===== src/rtl/rng_regif_pkg.sv =====
package rng_regif_pkg;

    typedef enum logic [1:0] {
        ST_IDLE = 2'd0,
        ST_FILL = 2'd1,
        ST_HOLD = 2'd2,
        ST_HALT = 2'd3
    } gen_state_t;

    // Register word indices
    localparam int unsigned REG_CTRL = 0;
    localparam int unsigned REG_STAT = 1;
    localparam int unsigned REG_DATA = 2;

    // Control bit positions
    localparam int unsigned CTRL_RUN_BIT = 0;
    localparam int unsigned CTRL_IE_BIT  = 1;

    // Status bit positions; fault i sits at STAT_FAULT_BASE + i
    localparam int unsigned STAT_RDY_BIT    = 0;
    localparam int unsigned STAT_FAULT_BASE = 1;
    localparam int unsigned STICKY_SHIFT    = 4;

    // Fault indices
    localparam int unsigned FAULT_CLK  = 0;
    localparam int unsigned FAULT_SEED = 1;
    localparam int unsigned NUM_FAULT  = 2;

endpackage


===== src/rtl/rng_fault_track.sv =====
module rng_fault_track
    import rng_regif_pkg::*;
#(
    parameter int unsigned N_FAULT = NUM_FAULT
) (
    input  logic               clk,
    input  logic               rst_n,
    input  logic [N_FAULT-1:0] fault_in,
    input  logic               clr_we,
    input  logic [N_FAULT-1:0] keep_mask,
    output logic [N_FAULT-1:0] cur_q,
    output logic [N_FAULT-1:0] sticky_q
);

    for (genvar g = 0; g < int'(N_FAULT); g++) begin : g_fault
        always_ff @(posedge clk) begin
            if (!rst_n) begin
                cur_q[g]    <= 1'b0;
                sticky_q[g] <= 1'b0;
            end else begin
                cur_q[g] <= fault_in[g];
                // a live fault outranks a software clear
                if (cur_q[g]) begin
                    sticky_q[g] <= 1'b1;
                end else if (clr_we) begin
                    sticky_q[g] <= sticky_q[g] & keep_mask[g];
                end
            end
        end
    end

endmodule


===== src/rtl/rng_gen_fsm.sv =====
module rng_gen_fsm
    import rng_regif_pkg::*;
#(
    parameter int unsigned DATA_W = 32
) (
    input  logic              clk,
    input  logic              rst_n,
    input  logic              run,
    input  logic              seed_live,
    input  logic              word_valid,
    input  logic [DATA_W-1:0] word_in,
    input  logic              word_take,
    output logic              ready,
    output logic [DATA_W-1:0] word_q
);

    gen_state_t state_q, state_d;
    logic       do_capture;
    logic       do_discard;

    // state register
    always_ff @(posedge clk) begin
        if (!rst_n) begin
            state_q <= ST_IDLE;
        end else begin
            state_q <= state_d;
        end
    end

    // transitions: stop, start, capture, consume, trip
    always_comb begin
        state_d = state_q;
        unique case (state_q)
            ST_IDLE: begin
                if (run) state_d = ST_FILL;
            end
            ST_FILL: begin
                if (!run)           state_d = ST_IDLE;
                else if (seed_live) state_d = ST_HALT;
                else if (word_valid) state_d = ST_HOLD;
            end
            ST_HOLD: begin
                if (!run)           state_d = ST_IDLE;
                else if (seed_live) state_d = ST_HALT;
                else if (word_take) state_d = ST_FILL;
            end
            ST_HALT: begin
                if (!run) state_d = ST_IDLE;
            end
            default: state_d = ST_IDLE;
        endcase
    end

    assign do_capture = (state_q == ST_FILL) && run && !seed_live && word_valid;
    assign do_discard = (state_q == ST_HOLD) && run && seed_live;

    // outputs
    always_ff @(posedge clk) begin
        if (!rst_n) begin
            word_q <= '0;
        end else if (do_capture) begin
            word_q <= word_in;
        end else if (do_discard) begin
            word_q <= '0;
        end
    end

    assign ready = (state_q == ST_HOLD);

endmodule


===== src/rtl/rng_bus_regs.sv =====
module rng_bus_regs
    import rng_regif_pkg::*;
#(
    parameter int unsigned DATA_W  = 32,
    parameter int unsigned ADDR_W  = 2,
    parameter int unsigned N_FAULT = NUM_FAULT
) (
    input  logic               clk,
    input  logic               rst_n,
    input  logic [ADDR_W-1:0]  addr,
    input  logic               wr,
    input  logic               rd,
    input  logic [DATA_W-1:0]  wdata,
    output logic [DATA_W-1:0]  rdata,
    input  logic               ready,
    input  logic [N_FAULT-1:0] cur,
    input  logic [N_FAULT-1:0] sticky,
    input  logic [DATA_W-1:0]  word,
    output logic               run,
    output logic               ie,
    output logic               stat_we,
    output logic [N_FAULT-1:0] keep_mask,
    output logic               word_take
);

    localparam logic [ADDR_W-1:0] A_CTRL = ADDR_W'(REG_CTRL);
    localparam logic [ADDR_W-1:0] A_STAT = ADDR_W'(REG_STAT);
    localparam logic [ADDR_W-1:0] A_DATA = ADDR_W'(REG_DATA);

    logic [DATA_W-1:0] ctrl_word;
    logic [DATA_W-1:0] stat_word;
    logic [DATA_W-1:0] rd_mux;

    always_ff @(posedge clk) begin
        if (!rst_n) begin
            run <= 1'b0;
            ie  <= 1'b0;
        end else if (wr && addr == A_CTRL) begin
            run <= wdata[CTRL_RUN_BIT];
            ie  <= wdata[CTRL_IE_BIT];
        end
    end

    assign stat_we   = wr && (addr == A_STAT);
    assign word_take = rd && (addr == A_DATA);

    for (genvar g = 0; g < int'(N_FAULT); g++) begin : g_keep
        assign keep_mask[g] = wdata[STAT_FAULT_BASE + g + STICKY_SHIFT];
    end

    always_comb begin
        ctrl_word = '0;
        ctrl_word[CTRL_RUN_BIT] = run;
        ctrl_word[CTRL_IE_BIT]  = ie;
        stat_word = '0;
        stat_word[STAT_RDY_BIT] = ready;
        for (int i = 0; i < int'(N_FAULT); i++) begin
            stat_word[STAT_FAULT_BASE + i]                = cur[i];
            stat_word[STAT_FAULT_BASE + i + STICKY_SHIFT] = sticky[i];
        end
    end

    always_comb begin
        unique case (addr)
            A_CTRL:  rd_mux = ctrl_word;
            A_STAT:  rd_mux = stat_word;
            A_DATA:  rd_mux = word;
            default: rd_mux = '0;
        endcase
    end

    always_ff @(posedge clk) begin
        if (!rst_n) begin
            rdata <= '0;
        end else if (rd) begin
            rdata <= rd_mux;
        end
    end

endmodule


===== src/rtl/rng_regif.sv =====
module rng_regif
    import rng_regif_pkg::*;
#(
    parameter int unsigned DATA_W = 32,
    parameter int unsigned ADDR_W = 2
) (
    input  logic              clk,
    input  logic              rst_n,
    input  logic [ADDR_W-1:0] reg_addr,
    input  logic              reg_wr,
    input  logic              reg_rd,
    input  logic [DATA_W-1:0] reg_wdata,
    output logic [DATA_W-1:0] reg_rdata,
    input  logic              src_valid,
    input  logic [DATA_W-1:0] src_word,
    input  logic              src_seed_fault,
    input  logic              src_clk_fault,
    output logic              src_run,
    output logic              irq
);

    logic                 run;
    logic                 ie;
    logic                 ready;
    logic                 stat_we;
    logic                 word_take;
    logic [DATA_W-1:0]    word_q;
    logic [NUM_FAULT-1:0] fault_in;
    logic [NUM_FAULT-1:0] keep_mask;
    logic [NUM_FAULT-1:0] cur;
    logic [NUM_FAULT-1:0] sticky;

    assign fault_in[FAULT_CLK]  = src_clk_fault;
    assign fault_in[FAULT_SEED] = src_seed_fault;

    rng_bus_regs #(
        .DATA_W (DATA_W),
        .ADDR_W (ADDR_W),
        .N_FAULT(NUM_FAULT)
    ) u_regs (
        .clk      (clk),
        .rst_n    (rst_n),
        .addr     (reg_addr),
        .wr       (reg_wr),
        .rd       (reg_rd),
        .wdata    (reg_wdata),
        .rdata    (reg_rdata),
        .ready    (ready),
        .cur      (cur),
        .sticky   (sticky),
        .word     (word_q),
        .run      (run),
        .ie       (ie),
        .stat_we  (stat_we),
        .keep_mask(keep_mask),
        .word_take(word_take)
    );

    rng_fault_track #(
        .N_FAULT(NUM_FAULT)
    ) u_faults (
        .clk      (clk),
        .rst_n    (rst_n),
        .fault_in (fault_in),
        .clr_we   (stat_we),
        .keep_mask(keep_mask),
        .cur_q    (cur),
        .sticky_q (sticky)
    );

    rng_gen_fsm #(
        .DATA_W(DATA_W)
    ) u_fsm (
        .clk       (clk),
        .rst_n     (rst_n),
        .run       (run),
        .seed_live (cur[FAULT_SEED]),
        .word_valid(src_valid),
        .word_in   (src_word),
        .word_take (word_take),
        .ready     (ready),
        .word_q    (word_q)
    );

    assign src_run = run;
    assign irq     = ie && (ready || (|sticky));

endmodule


===== config.mk =====
export PLATFORM = sky130hd
export DESIGN_NAME = rng_regif
export DESIGN_NICKNAME = d
export VERILOG_FILES = /design/src/rtl/rng_regif_pkg.sv /design/src/rtl/rng_fault_track.sv /design/src/rtl/rng_gen_fsm.sv /design/src/rtl/rng_bus_regs.sv /design/src/rtl/rng_regif.sv
export SDC_FILE = /design/constraint.sdc
export NUM_CORES = 1
export LEC_CHECK = 0
export BUFFER_PORTS_ARGS = -buffer_cell sky130_fd_sc_hd__buf_2
export CAP_MARGIN = 0
export CORE_MARGIN = 10
export CORE_UTILIZATION = 45
export DETAILED_ROUTE_END_ITERATION = 16
export PLACE_DENSITY = 0.72
export SLEW_MARGIN = 40
export SYNTH_ARGS = -nofsm -noshare
export SYNTH_HDL_FRONTEND = slang
export SYNTH_HIERARCHICAL = 1
export SYNTH_SLANG_ARGS = --single-unit

===== constraint.sdc =====
create_clock -name clk -period 2.7 [get_ports clk]
set_input_delay 0.54 -clock clk [delete_from_list [all_inputs] [get_ports clk]]
set_output_delay 0.54 -clock clk [all_outputs]
set_load 0.02 [all_outputs]

; ---- Word level (Yosys, flattened, before mapping)
; Cells that the tools add are included.
[totals]
reg_bits = 72
inputBits = 73
out_inout_bits = 34
[classes]
n_eq_ne = 9
n_mux = 16
bitwise = 2
reduce_logical = 18
[ops]
columns = cell, count
row1 = one-hot mux 32 bit (3 select lines), 1
row2 = two-way mux 32 bit, 2
row3 = two-way mux 2 bit, 8
row4 = logical AND 1 bit, 9
row5 = one-hot mux 2 bit (4 select lines), 1
row6 = equality test 2 bit (second input constant), 3
row7 = nonzero test 2 bit, 3
row8 = equality test 2 x 1 -> 1 bit (second input constant), 2
row9 = zero test 2 bit, 2
row10 = two-way mux 1 bit, 4
row11 = != test 2 bit (second input constant), 2
row12 = != test 4 x 2 -> 1 bit (second input constant), 1
row13 = != test 4 bit (second input constant), 1
row14 = AND reduction 4 bit, 1
row15 = AND 1 bit, 2
row16 = OR reduction 2 bit, 1
row17 = zero test 1 bit, 1
row18 = logical OR 1 bit, 1

; ---- Longest topological paths before layout
; Gate-level depths: netlist of the first run.
[logic_depth]
word_depth = 6
mapped_depth = 5
depth_no_buf = 4

; ---- By module
; Netlist of the first run, hierarchy kept.
[modules_own_cells]
columns = mod, n_inst, cells_per_inst, area_each_um2
row1 = rng_bus_regs, 1, 155, 1584.0
row2 = rng_gen_fsm, 1, 87, 1099.8
row3 = rng_fault_track, 1, 12, 135.1
row4 = rng_regif, 1, 1, 8.8

; ---- Worst setup path before layout of the first run
; Ideal clock, no wire load.
[synth_timing]
path_kind = input to register
start = input reg_rd
end = register u_regs.rdata[3]
t_arrival_ps = 1256
t_required_ps = 2586
slack_ps = 1331
path_stages = 5
n_path_buf = 2
cell_sequence = buf_2 clkbuf_1 and2b_1 a21oi_2 nor2b_2
[synth_lines]
columns = element, line
row1 = start: declaration, rng_regif.sv:11  ; input logic reg_rd,
row2 = end signal: assignment, rng_bus_regs.sv:76  ; rdata <= rd_mux;
row3 = end: declaration, rng_bus_regs.sv:14  ; output logic [DATA_W-1:0] rdata,

; ---- Final worst setup path of the first run
[layout_timing]
start = register u_fsm.state_q[0]
end = output irq
[layout_between]
elab_chain_len = 3
[layout_lines]
columns = element, line
row1 = start: declaration, rng_gen_fsm.sv:17  ; gen_state_t state_q, state_d;
row2 = start signal: assignment, rng_gen_fsm.sv:26  ; state_q <= state_d;
row3 = equality test 2 bit, rng_gen_fsm.sv:68  ; assign ready = (state_q == ST_HOLD);
row4 = named net ready, rng_regif.sv:24  ; logic ready;
row5 = logical OR 1 bit, rng_regif.sv:86  ; assign irq = ie && (ready || (|sticky));
row6 = logical AND 1 bit, rng_regif.sv:86
row7 = end: declaration, rng_regif.sv:19  ; output logic irq
; The timed path passes the listed nets, and every way through them passes these cells.

==> results of run 1 <==
==> cell usage after synthesis, types with 4 or more instances <==
cell / instances
dfxtp_1: 72
nor2b_1: 20
nor2b_2: 19
buf_6: 4
and2b_1: 20
a21oi_1: 12
a21oi_2: 19
o21ai_0: 8
nor2_1: 5
a22o_1: 32
buf_2: 4
mux2i_1: 4
clkbuf_1: 4
==> per-layer routing <==
metal / track usage [%] / vias to the layer above / wire length (um)
met4: 4.63 / 0 / 89
met5: 0 / - / 0
met2: 23.1 / 59 / 3250
met1: 13.8 / 1009 / 2760
li1: - / 1039 / -
met3: 6.71 / 7 / 508
==> where the power goes <==
part | internal [mW] | switching [mW]
clock network | 0.323 | 0.390
registers | 1.07 | 0.00766
logic | 0.0515 | 0.0633
total | 1.44 | 0.461
==> state kept, by name, indices dropped and copies added (netlist names) <==
name and cells:
u_fsm/word_q 32, u_faults/cur_q 2, u_fsm/state_q 2, u_regs/ie 1, u_regs/run 1, u_faults/sticky_q 2
u_regs/rdata 32
==> layout make-up <==
cell class	count	area, um2	area share, %
clock buffer	9	124	3.68
timing repair buffer	83	428	12.7
sequential	72	1440	42.8
tap	75	93.8	2.79
clock inverter	6	37.5	1.11
multi-input combinational	163	1230	36.7
inverter	2	7.51	0.223
==> per-stage QoR <==
| step | setup slack [ns] | total power [mW] | hold slack [ns] | area, um2 |
|---|---|---|---|---|
| finish | 0.904 | 1.91 | 0.402 | 3370 |
| detailed placement | 0.831 | 1.22 | 0.458 | 3210 |
| global placement | 0.860 | 1.22 | 0.456 | 3210 |
| CTS | 0.879 | 1.93 | 0.384 | 3370 |
| global route | 0.814 | 1.99 | 0.388 | 3370 |
| floorplan | 1.33 | 1.17 | 0.442 | 2830 |
==> logic make-up (layout without fill, tap and decap cells) <==
| kind of cell | Yosys count | count (layout) | share of synthesized area [%] |
|---|---|---|---|
| AOI/OAI and AO/OA | 80 | 80 | 21.8 |
| buffers and inverters | 20 | 100 | 5.49 |
| DFF | 72 | 72 | 51.0 |
| muxes | 4 | 4 | 1.42 |
| and+or+nand+nor | 79 | 79 | 20.4 |
==> worst register-to-register path, cell delays in order, from the launching register on <==
cell and delay, ns:
dfxtp_1 0.48, nand4bb_1 0.22, a31o_2 0.66, a22o_1 0.26
==> final timing paths <==
kind	endpoint	cells after the start	slack, ns
setup / recovery	irq	3	0.90
hold / removal	u_faults/cur_q[1]	2	0.40
setup reg to reg	u_fsm/word_q[15]	3	1.01
hold reg to reg	u_fsm/word_q[0]	1	0.48
==> impl_metrics.ini, run 1 <==
[critical_path]
required_ns = 2.16
cp_max_fo = 7
critPathLaunchType = register
startpoint = u_fsm/state_q[0]
critPathSlowestCell = dfxtp_1
critPathTopFamily = flip-flops
timing.rr.start = u_faults/cur_q[1]
crit_path_end_kind = output pin
path_buf_inv = 1
worstSetupPathType = register to output pin
worstPathCellList = nor2_1, o31a_1, buf_2
arrival_ns = 1.26
max_stage_delay_ns = 0.43

[cells_and_area]
areaGrowthSynthToFinish_pct = 19.1
final_util_pct = 55.9
mostFrequentLayoutCells = buf_2 (78), dfxtp_1 (72), a22o_1 (32)
final_common_cell = buf_2
fin_nets = 404
filler_cell_count = 552
layout-drive-gt1-share_pct = 43.0
antennaDiodeCount = 0
final_cells = 410

[routing]
firstDrtPassIters = 4
num_vias = 2114
drtIter0Drc = 62
ant_nets = 0
routed_wl_um = 6610
viasPerCell = 5.16
avgRoutedWirePerCell_um = 16.1
route.detailed.drc = 0

[logic_synthesis]
syn_avg_cell_area_um2 = 11.1
seq_area_frac_synth_pct = 51.0
synth_seq_cells = 72
yosys.area.top_type_share_pct = 51.0
syn-cell-area_um2 = 2830
synth_ff_type = dfxtp_1
synth-async-reset-ratio_pct = 0
synth_edf_count = 0
synthTopCellsByArea = dfxtp_1 (51%), a22o_1 (9.9%), a21oi_2 (5.9%)
synth_cell_types = 30
synth_area_leader_cell = dfxtp_1
synth_nets = 328
netlist_instances = 255
yosys_warnings = 6

[clock_network]
cts_tree = built
cts_resized = 0
clock-sinks = 72
clk_pin_slew_ns = 0.07
clock_path_buffers = 2
clk_latency_ns = 0.34
cts_setup_buffers = 0
cts_hold_buf = 0
cts-buffers-inserted = 9
h-tree-depth = 3
clk_root_buffer_cell = clkbuf_8

[sta]
min_period_ns = 1.80
tightest_slew_ns = 0.761
fin_skew_ns = 0.00868
maxSlewHeadroom_pct = 49.3
grt_setup_unrepaired = no
min_period_over_period_pct = 66.5
max_freq_mhz = 557
setup_viol_count_final = 0
setup_tns_ns = 0
hold_violations = 0
slew_viol_final = 0

[job]
max-cap-violations = 0

[worst_hold_path]
hp-start = src_seed_fault
hp-class = primary input to register

[pwr]
peakVddDrop_uv = 329
p_leak_nw = 1.47
p_per_area_nw_per_um2 = 566

[die]
die_area_um2 = 9850
die_w_um = 99.3
rows = 28
io_pins = 107
core_um2 = 6030
die_h_um = 99.3
start_util_pct = 46.9

[run_status]
run_status = finished clean

[placed_design]
place_inst = 395
gp_congestion = 0.677
hpwl_um = 4490
portBuffers = 78

[grt]
grt_pass1_wl_um = 10800
grt_util_all_layers_pct = 13.4
grt_overflow = 0
grt_pass1_vias = 2266
grt_start_max_net_pins = 39
antenna_found_initial = 0
(Power assumes the default switching activity.)
==> inputs of run 2 (changes only) <==
==> constraint.sdc (replaced) <==
create_clock -name clk -period 1.8 [get_ports clk]
set_input_delay 0.36 -clock clk [delete_from_list [all_inputs] [get_ports clk]]
set_output_delay 0.36 -clock clk [all_outputs]
set_load 0.02 [all_outputs]
==> impl_metrics.ini, run 2 (same netlist as run 1, synthesis figures left out) <==
[sta]
grt_setup_unrepaired = no
slew_viol_final = 0
min_period_ns = 1.60
setup_tns_ns = 0
max_freq_mhz = 624
hold_violations = 0
fin_skew_ns = 0.00829
min_period_over_period_pct = 89.0
setup_viol_count_final = 0
maxSlewHeadroom_pct = 51.3
tightest_slew_ns = 0.731

[cells_and_area]
reg_top3 = u_fsm/word_q: 32 flops, u_regs/rdata: 32 flops
areaGrowthSynthToFinish_pct = 19.8
mostFrequentLayoutCells = buf_2 (78), dfxtp_1 (72), a22o_1 (32)
final_common_cell = buf_2
antennaDiodeCount = 0
design_area_um2 = 3390
fin_nets = 405
final_cells = 411
layout-drive-gt1-share_pct = 43.2

[pwr]
switching_share_pct = 24.3
p_leak_nw = 1.49
power_frac_seq_pct = 56.3
clkPwrFrac_pct = 37.5
peakVddDrop_uv = 450
design_power_total_mw = 2.87
netSwitchingPower_mw = 0.696
pwr-share-comb_pct = 6.2
internal_power_mw = 2.17
p_per_area_nw_per_um2 = 847

[job]
max-cap-violations = 0

[grt]
grt_start_max_net_pins = 38
grt_pass1_wl_um = 10900
grt_pass1_vias = 2274
grt_overflow = 0
antenna_found_initial = 0
grt_util_all_layers_pct = 13.5

[placed_design]
gp_congestion = 0.684
place_inst = 396
portBuffers = 78
hpwl_um = 4450
placed_area_um2 = 3230

[routing]
viasPerCell = 5.08
routed_wl_um = 6570
ant_nets = 0
num_vias = 2089
avgRoutedWirePerCell_um = 16.0
firstDrtPassIters = 4
route.detailed.drc = 0
drtIter0Drc = 39

[die]
die_w_um = 99.3
core_um2 = 6030
start_util_pct = 46.9
die_area_um2 = 9850
io_pins = 107
die_h_um = 99.3
rows = 28

[clock_network]
cts_setup_buffers = 0
clock_path_buffers = 2
clock-sinks = 72
cts-buffers-inserted = 9
cts_hold_buf = 0
clk_pin_slew_ns = 0.08
cts_resized = 0
clk_root_buffer_cell = clkbuf_8
cts_tree = built
clk_latency_ns = 0.34
h-tree-depth = 3

[critical_path]
critPathLaunchType = register
arrival_ns = 1.24
startpoint = u_fsm/state_q[1]
required_ns = 1.44
timing.rr.start = u_faults/cur_q[1]
critPathSlowestCell = dfxtp_1
max_stage_delay_ns = 0.37
cp_max_fo = 4
crit_path_end_kind = output pin
worstSetupPathType = register to output pin
worstPathCellList = inv_1, nor2_1, o31a_1, buf_2

[worst_hold_path]
hp-start = src_seed_fault
hp-class = primary input to register

[run_status]
run_status = finished clean
-- run 2: path summary, 6_finish.rpt --
kind | endpoint | slack (ns) | depth (start not counted)
worst max-delay path | irq | 0.20 | 4
worst min-delay path | u_faults/cur_q[1] | 0.22 | 2
worst max register to register | u_fsm/word_q[17] | 0.27 | 3
worst min register to register | u_fsm/word_q[26] | 0.48 | 1
-- run 2: metal layers --
layer  routed length [um]  track usage [%]
met4                   85             6.17
met3                  464             5.33
met2                 3060             21.6
met1                 2960             15.4
met5                    0                0
-- run 2: per-stage QoR --
stage / hold WS [ns] / util (%) / setup slack [ns]
finish: 0.216 / 56.2 / 0.198
CTS: 0.199 / 56.2 / 0.181
floorplan: 0.442 / - / 0.532
global route: 0.210 / 56.2 / 0.0958
detailed placement: 0.457 / 53.5 / 0.206
global placement: 0.456 / 53.5 / 0.215
-- run 2: worst max-delay path: cells and delay by family, from the launching register on --
kind            cells  cell delay, ns
simple gates        1            0.15
compound gates      1            0.14
buf+inv             2            0.24
flops               1            0.37
-- run 2: area by class of cell --
class / instances / area, um2
Clock buffer: 9 / 124
Tap cell: 75 / 93.8
Sequential cell: 72 / 1440
Fill cell: 554 / 2640
Clock inverter: 6 / 37.5
Inverter: 2 / 7.51
Timing Repair Buffer: 84 / 448
Multi-Input combinational cell: 163 / 1230
-- run 2: power by group through the flow --
stage          sequential [mW]  combinational, mW  clock [mW]
2_1_floorplan             1.66              0.100           0
3_3_place_gp              1.65              0.180           0
3_5_place_dp              1.65              0.181           0
4_1_cts                   1.62              0.181        1.11
5_1_grt                   1.62              0.196        1.17
6_report                  1.62              0.178        1.08
